**src/rtl/swp_pkg.sv**
```systemverilog
package swp_pkg;
  localparam int STAT_W    = 8;
  localparam int STORE_LO  = 2;
  localparam int STORE_W   = STAT_W - STORE_LO;
  localparam int PEN_IDX   = STORE_W - 1;

  typedef struct packed {
    logic               setWel;
    logic               clrWel;
    logic               commit;
    logic [STORE_W-1:0] newBits;
  } swp_strobe_t;
endpackage

```
**src/rtl/swp_ctrl.sv**
```systemverilog
module swp_ctrl
  import swp_pkg::*;
(
  input  logic        clk,
  input  logic        rstN,
  input  logic        csN,
  input  logic        wpN,
  input  logic        setWel,
  input  logic        clrWel,
  input  logic        wrStatStart,
  input  logic        byteValid,
  input  logic [STAT_W-1:0] byteData,
  input  logic        busy,
  input  logic        wel,
  input  logic        protEn,
  output swp_strobe_t str
);
  logic csPrev;
  logic pending;
  logic hasByte;
  logic [STORE_W-1:0] dataHold;
  logic csRise;
  logic blocked;
  logic startOk;

  assign csRise  = !csPrev && csN;
  assign blocked = protEn && !wpN;
  assign startOk = wrStatStart && !csN && !busy && wel && !blocked;

  always_ff @(posedge clk) begin
    if (!rstN) begin
      csPrev   <= 1'b1;
      pending  <= 1'b0;
      hasByte  <= 1'b0;
      dataHold <= '0;
    end else begin
      csPrev <= csN;
      if (csRise || (pending && blocked)) begin
        pending <= 1'b0;
        hasByte <= 1'b0;
      end else if (startOk) begin
        pending <= 1'b1;
        hasByte <= 1'b0;
      end else if (pending && !csN && byteValid && !hasByte) begin
        hasByte  <= 1'b1;
        dataHold <= byteData[STAT_W-1:STORE_LO];
      end
    end
  end

  always_comb begin
    str         = '0;
    str.setWel  = setWel && !busy;
    str.clrWel  = clrWel && !busy;
    str.commit  = csRise && pending && hasByte && !blocked;
    str.newBits = dataHold;
  end

  assert_no_pend_busy_R9: assert property (@(posedge clk) disable iff (!rstN)
    pending |-> !busy);
  assert_commit_needs_wel_R3: assert property (@(posedge clk) disable iff (!rstN)
    str.commit |-> wel);
  assert_commit_unprot_R5: assert property (@(posedge clk) disable iff (!rstN)
    str.commit |-> (wpN || !protEn));
endmodule

```
**src/rtl/swp_dp.sv**
```systemverilog
module swp_dp
  import swp_pkg::*;
#(
  parameter int BUSY_CYCLES = 625000
) (
  input  logic        clk,
  input  logic        rstN,
  input  swp_strobe_t str,
  output logic        busy,
  output logic        wel,
  output logic        protEn,
  output logic [STAT_W-1:0] statusOut,
  output logic        commitStb
);
  localparam int CNT_W = $clog2(BUSY_CYCLES + 1);
  localparam logic [CNT_W-1:0] CNT_LOAD = CNT_W'(BUSY_CYCLES);
  localparam logic [CNT_W-1:0] CNT_ONE  = CNT_W'(1);

  logic [CNT_W-1:0]   cnt;
  logic [STORE_W-1:0] storeBits;

  assign busy      = cnt != '0;
  assign protEn    = storeBits[PEN_IDX];
  assign statusOut = {storeBits, wel, busy};

  always_ff @(posedge clk) begin
    if (!rstN) begin
      cnt       <= '0;
      storeBits <= '0;
      wel       <= 1'b0;
      commitStb <= 1'b0;
    end else begin
      commitStb <= str.commit;
      if (busy) begin
        cnt <= cnt - CNT_ONE;
        if (cnt == CNT_ONE) wel <= 1'b0;
      end else if (str.commit) begin
        cnt       <= CNT_LOAD;
        storeBits <= str.newBits;
      end else if (str.clrWel) begin
        wel <= 1'b0;
      end else if (str.setWel) begin
        wel <= 1'b1;
      end
    end
  end

  assert_commit_busy_R8: assert property (@(posedge clk) disable iff (!rstN)
    commitStb |-> (busy && wel));
  assert_wel_frozen_R9: assert property (@(posedge clk) disable iff (!rstN)
    (busy && $past(busy)) |-> (wel == $past(wel)));
  assert_busy_end_clears_R10: assert property (@(posedge clk) disable iff (!rstN)
    $fell(busy) |-> !wel);
  assert_bits_hold_R4: assert property (@(posedge clk) disable iff (!rstN)
    !commitStb |-> $stable(storeBits));
  assert_no_overflow_R8: assert property (@(posedge clk) disable iff (!rstN)
    cnt <= CNT_LOAD);
endmodule

```
**src/rtl/swp_guard.sv**
```systemverilog
module swp_guard
  import swp_pkg::*;
#(
  parameter int BUSY_CYCLES = 625000
) (
  input  logic       clk,
  input  logic       rstN,
  input  logic       csN,
  input  logic       wpN,
  input  logic       setWel,
  input  logic       clrWel,
  input  logic       wrStatStart,
  input  logic       byteValid,
  input  logic [7:0] byteData,
  output logic [7:0] statusOut,
  output logic       commitStb
);
  swp_strobe_t str;
  logic busy;
  logic wel;
  logic protEn;

  swp_ctrl u_ctrl (
    .clk(clk), .rstN(rstN), .csN(csN), .wpN(wpN),
    .setWel(setWel), .clrWel(clrWel), .wrStatStart(wrStatStart),
    .byteValid(byteValid), .byteData(byteData),
    .busy(busy), .wel(wel), .protEn(protEn), .str(str)
  );

  swp_dp #(.BUSY_CYCLES(BUSY_CYCLES)) u_dp (
    .clk(clk), .rstN(rstN), .str(str),
    .busy(busy), .wel(wel), .protEn(protEn),
    .statusOut(statusOut), .commitStb(commitStb)
  );
endmodule

```
**config.mk**
```make
export PLATFORM = sky130hd
export DESIGN_NAME = swp_guard
export DESIGN_NICKNAME = d
export VERILOG_FILES = /design/src/rtl/swp_pkg.sv /design/src/rtl/swp_ctrl.sv /design/src/rtl/swp_dp.sv /design/src/rtl/swp_guard.sv
export SDC_FILE = /design/constraint.sdc
export NUM_CORES = 1
export LEC_CHECK = 0
export BUFFER_PORTS_ARGS = -buffer_cell sky130_fd_sc_hd__buf_2
export CORE_ASPECT_RATIO = 0.8
export CORE_UTILIZATION = 40
export CTS_CLUSTER_DIAMETER = 200
export DETAILED_ROUTE_END_ITERATION = 6
export GPL_TIMING_DRIVEN = 0
export PLACE_DENSITY = 0.69
export SLEW_MARGIN = 5
export SYNTH_ARGS = -nofsm -noshare
export SYNTH_HDL_FRONTEND = slang
export SYNTH_HIERARCHICAL = 1
export SYNTH_SLANG_ARGS = --single-unit
```
**constraint.sdc**
```tcl
create_clock -name clk -period 2.9 [get_ports clk]
set_input_delay 0.29 -clock clk [delete_from_list [all_inputs] [get_ports clk]]
set_output_delay 0.29 -clock clk [all_outputs]
set_load 0.03 [all_outputs]
```
==> results of run 1 <==
-- cell families after synthesis --
kind of cell / count (synthesis)
DFF: 37
and+or+nand+nor: 101
AOI/OAI and AO/OA: 49
buffers and inverters: 23
adders and majority gates: 3
muxes: 11
-- layout make-up --
type | count | area (sq um)
buffer | 16 | 83.8
sequential | 37 | 741
multi-input combinational | 164 | 1100
inverter | 7 | 26.3
clock buffer | 7 | 86.3
timing repair buffer | 22 | 110
tap | 60 | 75.1
clock inverter | 1 | 30.0
fill | 444 | 2400
-- registers in the layout, indices dropped and copies added, names as in the netlist --
name             count
u_ctrl/pending       1
u_ctrl/csPrev        1
u_dp/wel             1
u_dp/commitStb       1
u_dp/storeBits       6
u_dp/cnt            20
u_ctrl/hasByte       1
u_ctrl/dataHold      6
-- through the flow --
stage          setup slack (ns)  cells  hold slack [ns]  area, sq um
6_report                  0.183    314            0.231         2250
5_1_grt                  0.0435    314            0.234         2250
4_1_cts                   0.209    314            0.231         2250
3_5_place_dp              0.379    306            0.453         2140
3_3_place_gp              0.395    306            0.449         2140
2_1_floorplan             0.659    224            0.363         1950
-- power by group through the flow --
| stage | combinational, uW | clock [uW] | sequential, uW |
|---|---|---|---|
| after global routing | 1660 | 496 | 807 |
| after global placement | 1460 | 0 | 787 |
| final | 1520 | 460 | 788 |
| after CTS | 1490 | 467 | 782 |
| after floorplan | 1170 | 0 | 760 |
| after detailed placement | 1480 | 0 | 791 |
-- metal layers --
metal / GRT usage [%] / wire length [microns] / share of wire (%) / vias up
met5: 0 / 0 / 0 / -
met4: 4.24 / 19 / 0.43 / 0
met3: 4.79 / 233 / 5.3 / 2
met2: 24.4 / 1820 / 41 / 44
met1: 28.1 / 2360 / 53 / 820
li1: - / - / - / 886
-- worst paths after layout --
path                           start                 end  slack (ns)  cells past startpoint
setup / recovery         u_dp/cnt[0]        statusOut[0]        0.18                      8
hold / removal                   csN       u_ctrl/csPrev        0.23                      2
setup reg to reg         u_dp/cnt[0]  u_ctrl/dataHold[1]        0.31                      9
hold reg to reg   u_ctrl/dataHold[4]  u_ctrl/dataHold[4]        0.46                      2
-- cell usage after synthesis, drive strengths merged (2+ instances only) --
master	n
nor3b	2
nor4	12
o21a	2
a211oi	3
ha	3
clkbuf	10
o21ai	11
or3	4
and2b	2
or4	3
nand2	27
nand3	6
nor2b	5
buf	6
inv	7
o311a	5
o31a	3
nand2b	9
nor2	5
a21oi	16
nand3b	2
dfxtp	37
nand4	10
mux2i	11
nor3	8
-- worst max-delay path, stage by stage, from the launching register on --
cell and delay (ns):
dfxtp_1 0.37, inv_1 0.12, ha_1 0.22, or4b_4 0.52, nor4_4 0.26, buf_6 0.21
nand2_1 0.11, buf_4 0.17, buf_2 0.16
==> results.py, run 1 <==
metrics = {
    "status": {
        "status": "completed",
    },
    "cts": {
        "cts_hold_repair.buffers": 0,
        "tritoncts_num_sinks": 37,
        "cts_setup_buffers": 0,
        "cts.htree.levels": 2,
        "path_clk_slew_ns": 0.08,
        "tritoncts": "done",
        "cts_repair_resize_count": 0,
        "max_root_sink_buffers": 2,
        "clock_insertion_delay_worst_skew_ns": 0.29,
        "cts_bufs_inserted": 5,
        "cts_root_buf": "clkbuf_8",
    },
    "logic_synthesis": {
        "post_synthesis_compound_gate_area_fraction_pct": 16.4,
        "synth-simple-area-share_pct": 32.5,
        "syn_avg_cell_area_sq_um": 8.72,
        "mappedNetlistNets": 243,
        "synth_xor_xnor_area_share_pct": 0,
        "netlist_area_sq_um": 1950,
        "ys_ff_latch": 37,
        "postSynth.asyncResetShare_pct": 0,
        "synth_mux_area_share_pct": 5.64,
        "synth.yosys.seq_area_share_pct": 37.9,
        "yosys.area.top_type_share_pct": 37.9,
        "area_share_of_fa_ha_maj_cells_after_synthesis_pct": 1.92,
        "ys.warnings.count": 6,
        "post_synth_inst_count": 224,
        "ys.flop_type": "dfxtp_1",
        "synth_top_area_cell": "dfxtp_1",
        "synth_top_family_by_area": "simple AND/OR/NAND/NOR gates",
        "synth.lib_cells_used.distinct": 47,
        "edff_count_synth": 0,
        "synth_area_leaders": "dfxtp_1, mux2i_1, nand2_1",
    },
    "timing": {
        "achievable-frequency_mhz": 368,
        "rsz_0062_raised_after_global_routing": "false",
        "crit_share_post_route_pct": 93.7,
        "finClkSkew_ns": 0.00852,
        "max-slew-margin-rel_pct": 58.3,
        "max_slew.worst_pin.slew_ns": 0.621,
        "report.final.setup_viol": 0,
        "final-hold-violation-count": 0,
        "final_max_slew_viol_count": 0,
        "setup-tns-final_ns": 0,
        "fin_crit_ns": 2.72,
    },
    "routing": {
        "vias_after_detailed_routing": 1752,
        "routed_wirelength_microns": 4430,
        "drc": 0,
        "drtIter0Drc": 196,
        "route.antenna.remaining_nets": 0,
        "detail_routed_via_count_per_cell": 5.58,
        "wl_per_cell_microns": 14.1,
        "drt_pass1_iterations": 4,
    },
    "power_and_ir_drop": {
        "pint_uw": 1490,
        "netSwitchingFraction_pct": 46.1,
        "p_per_area_nw_per_um2": 1230,
        "power_uw": 2770,
        "clkPwrFrac_pct": 16.6,
        "power.switching_uw": 1280,
        "p_seq_share_pct": 28.4,
        "p_leak_uw": 0.000856,
        "peakVddDrop_uv": 510,
        "power_frac_comb_pct": 54.9,
    },
    "die": {
        "placement_rows": 22,
        "die_ar_sq_um": 5170,
        "chipHeight_microns": 64.5,
        "fp.dieW_microns": 80.1,
        "core_region_area_sq_um": 4650,
        "pin_count": 25,
        "start_util_pct": 42.0,
    },
    "global_route": {
        "first_global_vias": 1530,
        "maximum_number_of_pins_on_one_net_before_global_route_repair": 12,
        "gr-total-overflow": 0,
        "grt_first_pass_wirelength_microns": 7270,
        "antenna_found_initial": 0,
        "global_route.usage.total_pct": 18.1,
    },
    "final_layout": {
        "diode_insertion_count_for_antenna_repair": 0,
        "layout.nets": 272,
        "area.growth.synth_to_final_pct": 15.4,
        "final_layout_size_suffix_gt1_share_pct": 19.3,
        "most_common_cell_after_layout_fill_and_taps_aside": "dfxtp_1",
        "finish.utilization_pct": 48.5,
        "most-common-layout-cells": "dfxtp_1, nand2_1, buf_2",
    },
    "placed_design": {
        "io_buffer_count": 22,
        "gp_congestion": 0.868,
        "place.detailed.hpwl_microns": 3150,
    },
    "setup_path": {
        "arrival_ns": 2.43,
        "start_kind": "register",
        "timing.critical_path.fanout_max": 10,
        "critPathKind": "register to primary output",
        "crit_path_end_kind": "primary output",
        "critPathRequiredTime_ns": 2.61,
    },
    "flow_run": {
        "timing.max_cap.violations": 0,
    },
    "min_path": {
        "min_path_type": "input port to register",
    },
}
No activity file was read; power rests on OpenSTA's default activity.
==> run 2, diff against run 1 <==
SYNTH_HIERARCHICAL = not set   (was 1)
==> results.py, run 2 <==
metrics = {
    "status": {
        "status": "completed",
    },
    "cts": {
        "path_clk_slew_ns": 0.08,
        "cts_bufs_inserted": 5,
        "cts_setup_buffers": 0,
        "cts.htree.levels": 2,
        "tritoncts_num_sinks": 37,
        "cts_repair_resize_count": 0,
        "max_root_sink_buffers": 2,
        "clock_insertion_delay_worst_skew_ns": 0.30,
        "tritoncts": "done",
        "cts_root_buf": "clkbuf_8",
        "cts_hold_repair.buffers": 0,
    },
    "routing": {
        "route.antenna.remaining_nets": 0,
        "routed_wirelength_microns": 4660,
        "topRoutingLayerUsed": "met4",
        "detail_routed_via_count_per_cell": 5.65,
        "met3_length_microns": 294,
        "wl_per_cell_microns": 14.8,
        "vias_after_detailed_routing": 1781,
        "drtIter0Drc": 179,
        "drc": 0,
        "drt_pass1_iterations": 4,
        "wl_met1_microns": 2290,
        "met2RoutedLength_microns": 1990,
    },
    "final_layout": {
        "layout_top_registers": "u_dp.cnt (20), u_ctrl.dataHold (6), u_dp.storeBits (6)",
        "fill_cells": 451,
        "finish.cell_count_without_fillers": 315,
        "most-common-layout-cells": "dfxtp_1, nand2_1, buf_2",
        "most_common_cell_after_layout_fill_and_taps_aside": "dfxtp_1",
        "diode_insertion_count_for_antenna_repair": 0,
        "seq_area_sq_um": 741,
        "final_layout_size_suffix_gt1_share_pct": 20.0,
        "multi_input_area_sq_um": 1080,
        "area.growth.synth_to_final_pct": 15.5,
        "layout.nets": 272,
        "largest_register_ff_count": 20,
        "top_register_by_number_of_flip_flops": "u_dp.cnt",
    },
    "logic_synthesis": {
        "synth_area_leaders": "dfxtp_1, nand2_1, mux2i_1",
        "post_synth_inst_count": 225,
        "synthMostInstantiatedCell": "dfxtp_1",
        "synth.lib_cells_used.distinct": 47,
        "ys.flop_type": "dfxtp_1",
        "mappedNetlistNets": 243,
        "ys.warnings.count": 0,
        "synth_top_area_cell": "dfxtp_1",
        "postSynth.asyncResetShare_pct": 0,
        "synth.yosys.seq_area_share_pct": 38.1,
        "netlist_area_sq_um": 1940,
        "yosys.area.top_type_share_pct": 38.1,
        "ys_ff_latch": 37,
        "synth.cells.most_frequent": "dfxtp_1, nand2_1, a21oi_1",
        "edff_count_synth": 0,
        "syn_avg_cell_area_sq_um": 8.63,
    },
    "timing": {
        "layout_setup_ws_ns": 0.361,
        "rsz_0062_raised_after_global_routing": "false",
        "finClkSkew_ns": 0.00562,
        "report.final.setup_viol": 0,
        "fin_crit_ns": 2.54,
        "crit_share_post_route_pct": 87.5,
        "setup-tns-final_ns": 0,
        "achievable-frequency_mhz": 394,
        "max_slew.worst_pin.slew_ns": 0.949,
        "max-slew-margin-rel_pct": 36.2,
        "final_max_slew_viol_count": 0,
        "final-hold-violation-count": 0,
    },
    "global_route": {
        "maximum_number_of_pins_on_one_net_before_global_route_repair": 14,
        "first_global_vias": 1585,
        "gr-total-overflow": 0,
        "antenna_found_initial": 0,
        "grt_first_pass_wirelength_microns": 7950,
        "global_route.usage.total_pct": 20.5,
    },
    "placed_design": {
        "gp_congestion": 0.817,
        "place.detailed.hpwl_microns": 3380,
        "io_buffer_count": 22,
        "place_inst": 307,
        "worst_slack_after_detailed_placement_ns": 0.734,
    },
    "setup_path": {
        "timing.critical_path.mode_cell": "buf_2",
        "critPathKind": "register to primary output",
        "arrival_ns": 2.25,
        "slowest_stage": "dfxtp_1",
        "crit_path_max_incr_delay_ns": 0.38,
        "timing.critical_path.fanout_max": 10,
        "critical_path.n_buffers_inverters": 4,
        "cells_traversed_along_the_worst_timing_path": "inv_1, ha_1, nor4b_2, and2_1, buf_2, nand2_1, buf_4, buf_2",
        "start_kind": "register",
        "critPathRequiredTime_ns": 2.61,
        "worst_r2r_startpoint": "u_dp.cnt[0]",
        "crit_path_end_kind": "primary output",
        "critPathLaunch": "u_dp.cnt[0]",
        "worst_path_dominant_cell_family": "simple AND/OR/NAND/NOR gates",
    },
    "die": {
        "pin_count": 25,
        "start_util_pct": 42.0,
        "placement_rows": 22,
        "core_region_area_sq_um": 4620,
        "fp.dieW_microns": 79.9,
        "chipHeight_microns": 64.3,
        "die_ar_sq_um": 5140,
    },
    "power_and_ir_drop": {
        "p_per_area_nw_per_um2": 1200,
        "peakVddDrop_uv": 649,
        "p_leak_uw": 0.000843,
    },
    "min_path": {
        "min_path_type": "input port to register",
        "worstHoldStart": "byteData[4]",
    },
    "flow_run": {
        "timing.max_cap.violations": 0,
    },
}
-- run 2: changes by cell type in the layout (fill, tap and decap cells not counted), moves of 4 or more --
cell,delta
nor4_1,-5
o21ai_0,-7
o31ai_1,+9
clkbuf_1,-4
buf_2,+5
o311a_1,-4
-- run 2: area by class of cell --
class / instances / area share [%]
Inverter: 5 / 0.837
Sequential cell: 37 / 33.0
Multi-Input combinational cell: 164 / 48.2
Tap cell: 60 / 3.35
Buffer: 19 / 4.52
Clock inverter: 3 / 2.06
Clock buffer: 5 / 3.07
Timing Repair Buffer: 22 / 4.91
-- run 2: worst min-delay path: cells and delay by family --
family                 cells  cell delay (ns)
buffers and inverters      1             0.09
multiplexers               1             0.05
AND/OR/NAND/NOR            1             0.04
-- run 2: kinds of logic after synthesis --
logic type	after synthesis	share of synthesized area (%)
compound gates	52	18.6
fa+ha+maj	2	1.29
buf+inv	24	6.19
flops	37	38.1
mux	11	5.73
simple gates	99	30.1
-- run 2: stage by stage --
step           util [%]  power, uW  hold WS, ns  area (sq um)
2_1_floorplan         -       1880        0.391          1940
3_3_place_gp       46.0       2220        0.447          2130
3_5_place_dp       46.0       2230        0.454          2130
4_1_cts            48.5       2690        0.221          2240
5_1_grt            48.5       2910        0.241          2240
6_report           48.5       2690        0.227          2240
-- run 2: per-layer routing --
metal / track usage (%) / vias up
met5: 0 / -
met4: 8.71 / 0
met1: 30.2 / 832
met3: 4.29 / 8
li1: - / 892
met2: 28.2 / 49
-- run 2: power by group --
group / switching (uW) / internal (uW)
combinational: 908 / 567
clock: 197 / 257
sequential: 140 / 618
total: 1250 / 1440
-- run 2: path summary, 6_finish.rpt --
check             cells after the start  slack, ns                 end
setup reg to reg                      7       0.77   u_dp.storeBits[1]
hold / removal                        3       0.23  u_ctrl.dataHold[2]
hold reg to reg                       2       0.47  u_ctrl.dataHold[4]
setup / recovery                      8       0.36        statusOut[0]
